<file path="src/rtl/serial_rx_pkg.sv">
package serial_rx_pkg;
  typedef enum logic [1:0] {
    RX_IDLE  = 2'd0,
    RX_START = 2'd1,
    RX_DATA  = 2'd2,
    RX_STOP  = 2'd3
  } rx_state_e;
endpackage

</file>
<file path="src/rtl/rx_line_sync.sv">
// Multi-stage synchroniser for the raw line plus falling-edge detect.
module rx_line_sync #(
  parameter int STAGES = 2
) (
  input  logic clk,
  input  logic rst_n,
  input  logic din,
  output logic dout,
  output logic fell
);
  logic [STAGES-1:0] chain;
  logic              prev;

  generate
    if (STAGES > 1) begin : g_multi
      always_ff @(posedge clk or negedge rst_n) begin
        if (!rst_n) chain <= '1;
        else        chain <= {chain[STAGES-2:0], din};
      end
    end else begin : g_single
      always_ff @(posedge clk or negedge rst_n) begin
        if (!rst_n) chain <= '1;
        else        chain <= din;
      end
    end
  endgenerate

  always_ff @(posedge clk or negedge rst_n) begin
    if (!rst_n) prev <= 1'b1;
    else        prev <= chain[STAGES-1];
  end

  assign dout = chain[STAGES-1];
  assign fell = prev & ~chain[STAGES-1];
endmodule

</file>
<file path="src/rtl/rx_bit_timer.sv">
// Loadable down-counter; tick is high while the count sits at zero.
module rx_bit_timer #(
  parameter int W = 16
) (
  input  logic         clk,
  input  logic         rst_n,
  input  logic         load,
  input  logic [W-1:0] load_val,
  output logic         tick
);
  logic [W-1:0] cnt;

  always_ff @(posedge clk or negedge rst_n) begin
    if (!rst_n)          cnt <= '0;
    else if (load)       cnt <= load_val;
    else if (cnt != '0)  cnt <= cnt - 1'b1;
  end

  assign tick = (cnt == '0);
endmodule

</file>
<file path="src/rtl/rx_frame_fsm.sv">
// Frame sequencer: start check, data shift (bit 0 first), stop check.
module rx_frame_fsm
  import serial_rx_pkg::*;
#(
  parameter int DATA_BITS = 8,
  parameter int W         = 16
) (
  input  logic                 clk,
  input  logic                 rst_n,
  input  logic                 line,
  input  logic                 fell,
  input  logic                 tick,
  input  logic [W-1:0]         full_val,
  input  logic [W-1:0]         half_val,
  output logic                 load,
  output logic [W-1:0]         load_val,
  output logic [DATA_BITS-1:0] data_out,
  output logic                 valid,
  output logic                 err,
  output logic                 busy
);
  localparam int IW = (DATA_BITS > 1) ? $clog2(DATA_BITS) : 1;
  localparam logic [IW-1:0] LAST = IW'(DATA_BITS - 1);

  rx_state_e            state;
  logic [IW-1:0]        idx;
  logic [DATA_BITS-1:0] shreg;

  always_comb begin
    load     = (state == RX_IDLE) ? fell : tick;
    load_val = (state == RX_IDLE) ? half_val : full_val;
  end

  always_ff @(posedge clk or negedge rst_n) begin
    if (!rst_n) begin
      state    <= RX_IDLE;
      idx      <= '0;
      shreg    <= '0;
      data_out <= '0;
      valid    <= 1'b0;
      err      <= 1'b0;
    end else begin
      valid <= 1'b0;
      unique case (state)
        RX_IDLE: if (fell) begin
          state <= RX_START;
          err   <= 1'b0;
        end
        RX_START: if (tick) begin
          if (line) state <= RX_IDLE;
          else begin
            state <= RX_DATA;
            idx   <= '0;
          end
        end
        RX_DATA: if (tick) begin
          shreg <= {line, shreg[DATA_BITS-1:1]};
          idx   <= idx + 1'b1;
          if (idx == LAST) state <= RX_STOP;
        end
        RX_STOP: if (tick) begin
          data_out <= shreg;
          valid    <= 1'b1;
          err      <= ~line;
          state    <= RX_IDLE;
        end
        default: state <= RX_IDLE;
      endcase
    end
  end

  assign busy = (state != RX_IDLE);
endmodule

</file>
<file path="src/rtl/serial_frame_rx.sv">
module serial_frame_rx #(
  parameter int DATA_BITS   = 8,
  parameter int DIV_W       = 16,
  parameter int SYNC_STAGES = 2
) (
  input  logic                 clk,
  input  logic                 rst_n,
  input  logic                 rx_line,
  input  logic [DIV_W-1:0]     bit_div,
  output logic [DATA_BITS-1:0] rx_byte,
  output logic                 rx_valid,
  output logic                 frame_err,
  output logic                 rx_busy
);
  logic             line_s, line_fell, tick, load;
  logic [DIV_W-1:0] load_val, half_m1;
  logic [DIV_W:0]   period;

  // half period = (div+1)/2 rounded down; timer loads one less
  assign period  = {1'b0, bit_div} + 1'b1;
  assign half_m1 = period[DIV_W:1] - 1'b1;

  rx_line_sync #(.STAGES(SYNC_STAGES)) i_sync (
    .clk(clk), .rst_n(rst_n), .din(rx_line), .dout(line_s), .fell(line_fell)
  );

  rx_bit_timer #(.W(DIV_W)) i_timer (
    .clk(clk), .rst_n(rst_n), .load(load), .load_val(load_val), .tick(tick)
  );

  rx_frame_fsm #(.DATA_BITS(DATA_BITS), .W(DIV_W)) i_fsm (
    .clk(clk), .rst_n(rst_n), .line(line_s), .fell(line_fell), .tick(tick),
    .full_val(bit_div), .half_val(half_m1), .load(load), .load_val(load_val),
    .data_out(rx_byte), .valid(rx_valid), .err(frame_err), .busy(rx_busy)
  );
endmodule

</file>
<file path="config.mk">
export PLATFORM = sky130hd
export DESIGN_NAME = serial_frame_rx
export DESIGN_NICKNAME = d
export VERILOG_FILES = /design/src/rtl/serial_rx_pkg.sv /design/src/rtl/rx_line_sync.sv /design/src/rtl/rx_bit_timer.sv /design/src/rtl/rx_frame_fsm.sv /design/src/rtl/serial_frame_rx.sv
export SDC_FILE = /design/constraint.sdc
export NUM_CORES = 1
export LEC_CHECK = 0
export ABC_AREA = 1
export BUFFER_PORTS_ARGS = -buffer_cell sky130_fd_sc_hd__buf_2
export CORE_MARGIN = 4
export CORE_UTILIZATION = 40
export CTS_BUF_LIST = sky130_fd_sc_hd__clkbuf_8
export CTS_CLUSTER_DIAMETER = 120
export DETAILED_ROUTE_END_ITERATION = 8
export PLACE_DENSITY = 0.6
export SYNTH_ARGS = -nofsm -noshare
export SYNTH_HDL_FRONTEND = slang
export SYNTH_SLANG_ARGS = --single-unit
</file>
<file path="constraint.sdc">
create_clock -name clk -period 2.55 [get_ports clk]
set_input_delay 0.255 -clock clk [delete_from_list [all_inputs] [get_ports clk]]
set_output_delay 0.255 -clock clk [all_outputs]
set_load 0.02 [all_outputs]
</file>
==> summary.md <==
| Metric | Value |
|---|---|
| Placer congestion estimate | `0.878` |
| Post-synth EDFFs | `0` |
| Die area | `8940 µm²` |
| Slowest stage cell on the critical path | `dfrtp_1` |
| Setup CP Type | `register to register` |
| Fin. max-slew vios | `0` |
| TritonCTS buffer count | `5` |
| Longest Clk Path Bufs | `2` |
| Skew-Pair Late Insertion Delay | `0.29 ns` |
| Area Overhead vs Synth | `11.1%` |
| Most frequent CP cell | `inv_2` |
| Asr flop ratio synth | `100%` |
| Die H | `94.6 µm` |
| Final core occ | `45.9%` |
| Setup violators final | `0` |
| Mapped cell area | `3000 µm²` |
| Worst path arrival time | `2.36 ns` |
| Vias in the first global route | `2598` |
| Req. time, crit path | `2.76 ns` |
| DRT iter0 DRCs | `162` |
| Final period util | `84.2%` |
| Via/cell ratio | `4.90` |
| Drt wl/cell | `12.4 µm` |
| Status | `finished clean` |
| Buffers on Ports | `29` |
| Overall power | `2.29 mW` |
| Rel. slew slack | `37.9%` |
| Die W | `94.6 µm` |
| Cts repair resizes | `0` |
| Antenna Cells | `0` |
| CTS clk-pin slew, worst paths | `0.08 ns` |
| Fin crit period | `2.15 ns` |
| Vias | `2716` |
| Mapped Cells | `424` |
| Initial antenna violation count | `0` |
| Row count | `31` |
| Final wirelength | `6.84 mm` |
| IR Drop Worst-Case VDD | `288 µV` |
| Grt total ovfl | `0` |
| #FFs+latches synth | `42` |
| CTS H-tree lvls | `2` |
| Initial Utilization | `41.3%` |
| Crit Path Max Fanout | `18` |
| Setup TNS Final | `0 ns` |
| Dpl hpwl | `5.45 mm` |
| Max-Cap Viols | `0` |
| Largest net degree at the start of global routing | `43` |
| Ranking of synthesized cells by area | `dfrtp_1 (33%), nand2_1 (13%), o21ai_0 (6.3%), inv_1 (6.3%), nor2_1 (4.4%)` |
| DRT Pass-1 Iters | `5` |
| Hold_ws | `0.0516 ns` |
| Syn_area_per_cell | `7.07 µm²` |
| Register area share after synthesis | `35.2%` |
| Core Footprint | `7250 µm²` |
| Synth warn | `0` |
| Worst Hold Class | `input port to register` |
| Setup crit end kind | `register` |
| Root buf cell | `clkbuf_8` |
| Top_reg_cell synth | `dfrtp_1` |
| ANT nets after route | `0` |
| Clk_skew | `0.00618 ns` |
| I/O pin count | `30` |
| Post-CTS Setup Bufs | `0` |
| Slew @ Worst Pin | `0.932 ns` |
| Final net count | `479` |
| Clock Sinks | `42` |
| FMAX | `466 MHz` |
| Critical-path cell list | `nor2_4 > inv_2 > nor3_2 > inv_2 > nand2_4 > inv_2 > a21oi_1 > o21ai_0 > a21oi_1` |
| Share of the synthesized area in the top cell type | `32.6%` |
| First-pass GRT wire length | `11.8 mm` |
| RSZ-0062 raised after global routing | `false` |
| Leakage power total | `1.58 nW` |
| Share of cells above drive strength 1 | `19.1%` |
| Netlist cell types | `35` |
| Final Hold Viols | `0` |
| Syn Nets | `449` |
| Gr usage total | `16.4%` |
| CTS tree | `yes` |
| Leading area contributor after synthesis | `dfrtp_1` |
| Slowest stage delay, CP | `0.48 ns` |
| Startpoint type of the worst setup path | `register` |
| Hold_buf cts | `0` |
| DRC | `0` |
| PD cells | `687 nW/µm²` |
==> power by group <==
group / switching (mW) / total [mW] / internal [mW]
combinational: 0.584 / 0.905 / 0.322
clock: 0.230 / 0.422 / 0.192
sequential: 0.144 / 0.961 / 0.818
total: 0.957 / 2.29 / 1.33
==> state kept, by name (all words and copies together), names as in the netlist, named ones only <==
register	count
i_sync.prev	1
i_fsm.state	1
i_fsm.err	1
i_fsm.idx	3
i_fsm.shreg	8
i_sync.chain	2
i_fsm.valid	1
i_timer.cnt	16
i_fsm.data_out	8
==> metrics by stage <==
| step | setup slack, ns | cell area [µm²] | instances |
|---|---|---|---|
| floorplan | 0.767 | 3000 | 424 |
| global placement | 0.465 | 3240 | 546 |
| detailed placement | 0.436 | 3240 | 546 |
| CTS | 0.398 | 3330 | 554 |
| global route | 0.170 | 3330 | 554 |
| finish | 0.402 | 3330 | 554 |
==> critical path: cells and delay by family, from the launching register on <==
| kind | cells | cell delay, ns |
|---|---|---|
| compound gates | 3 | 0.38 |
| buf+inv | 3 | 0.50 |
| flops | 1 | 0.48 |
| simple gates | 3 | 0.69 |
==> cell usage after synthesis, types with 4 or more instances <==
cell and number:
a21oi_1 25, dfrtp_1 39, ha_1 6, inv_1 50, inv_2 7, nand2_1 107
nand2_2 12, nand2_4 5, nand3_1 26, nand4_1 8, nor2_1 35, nor2_4 10
nor3_1 4, o21ai_0 38, o21ai_1 7, xor2_1 6
==> layout by cell type, fill, tap and decap left out, types with 4 or more instances in the layout <==
cell type and n:
nand3_1 26, o21ai_0 38, buf_2 29, o21ai_1 7
xor2_1 6, nand2_4 5, nand4_1 8, nor2_1 35
inv_1 50, inv_2 7, a21oi_1 25, nand2_2 12
nor2_4 10, nand2_1 107, dfrtp_1 39, ha_1 6
nor3_1 4, clkbuf_8 5
==> cells by family after synthesis <==
group,after synthesis,share of synthesized area [%]
xor gates and xnor gates,9,2.63
and+or+nand+nor,218,35.6
DFF,42,35.2
buffers and inverters,65,8.51
adders and majority gates,6,2.50
AOI/OAI and AO/OA,84,15.6
==> final cells by class <==
type,instances,area (µm²)
clock inverter,3,21.3
fill,761,3920
timing repair buffer,31,160
multi-input combinational,317,1690
tap,99,124
sequential,42,1050
clock buffer,5,68.8
inverter,57,214
==> layer usage <==
metal | track usage [%] | wire (µm) | vias to the layer above
li1 | - | - | 1440
met1 | 22.3 | 3290 | 1219
met2 | 27.5 | 3190 | 48
met3 | 2.39 | 247 | 9
met4 | 4.33 | 120 | 0
met5 | 0 | 0 | -
==> path summary, 6_finish.rpt <==
path | start | end | slack (ns) | cells past startpoint
worst min register to register | i_sync.chain[0] | i_sync.chain[1] | 0.36 | 0
worst max-delay path | i_fsm.state[0] | i_timer.cnt[6] | 0.40 | 9
max in group asynchronous | rst_n | i_timer.cnt[4] | 1.87 | 1
min in group asynchronous | rst_n | i_timer.cnt[12] | 0.10 | 1
worst min-delay path | rx_line | i_sync.chain[0] | 0.05 | 1
worst max register to register | i_fsm.state[0] | i_timer.cnt[6] | 0.40 | 9
(Power assumes the default switching activity.)
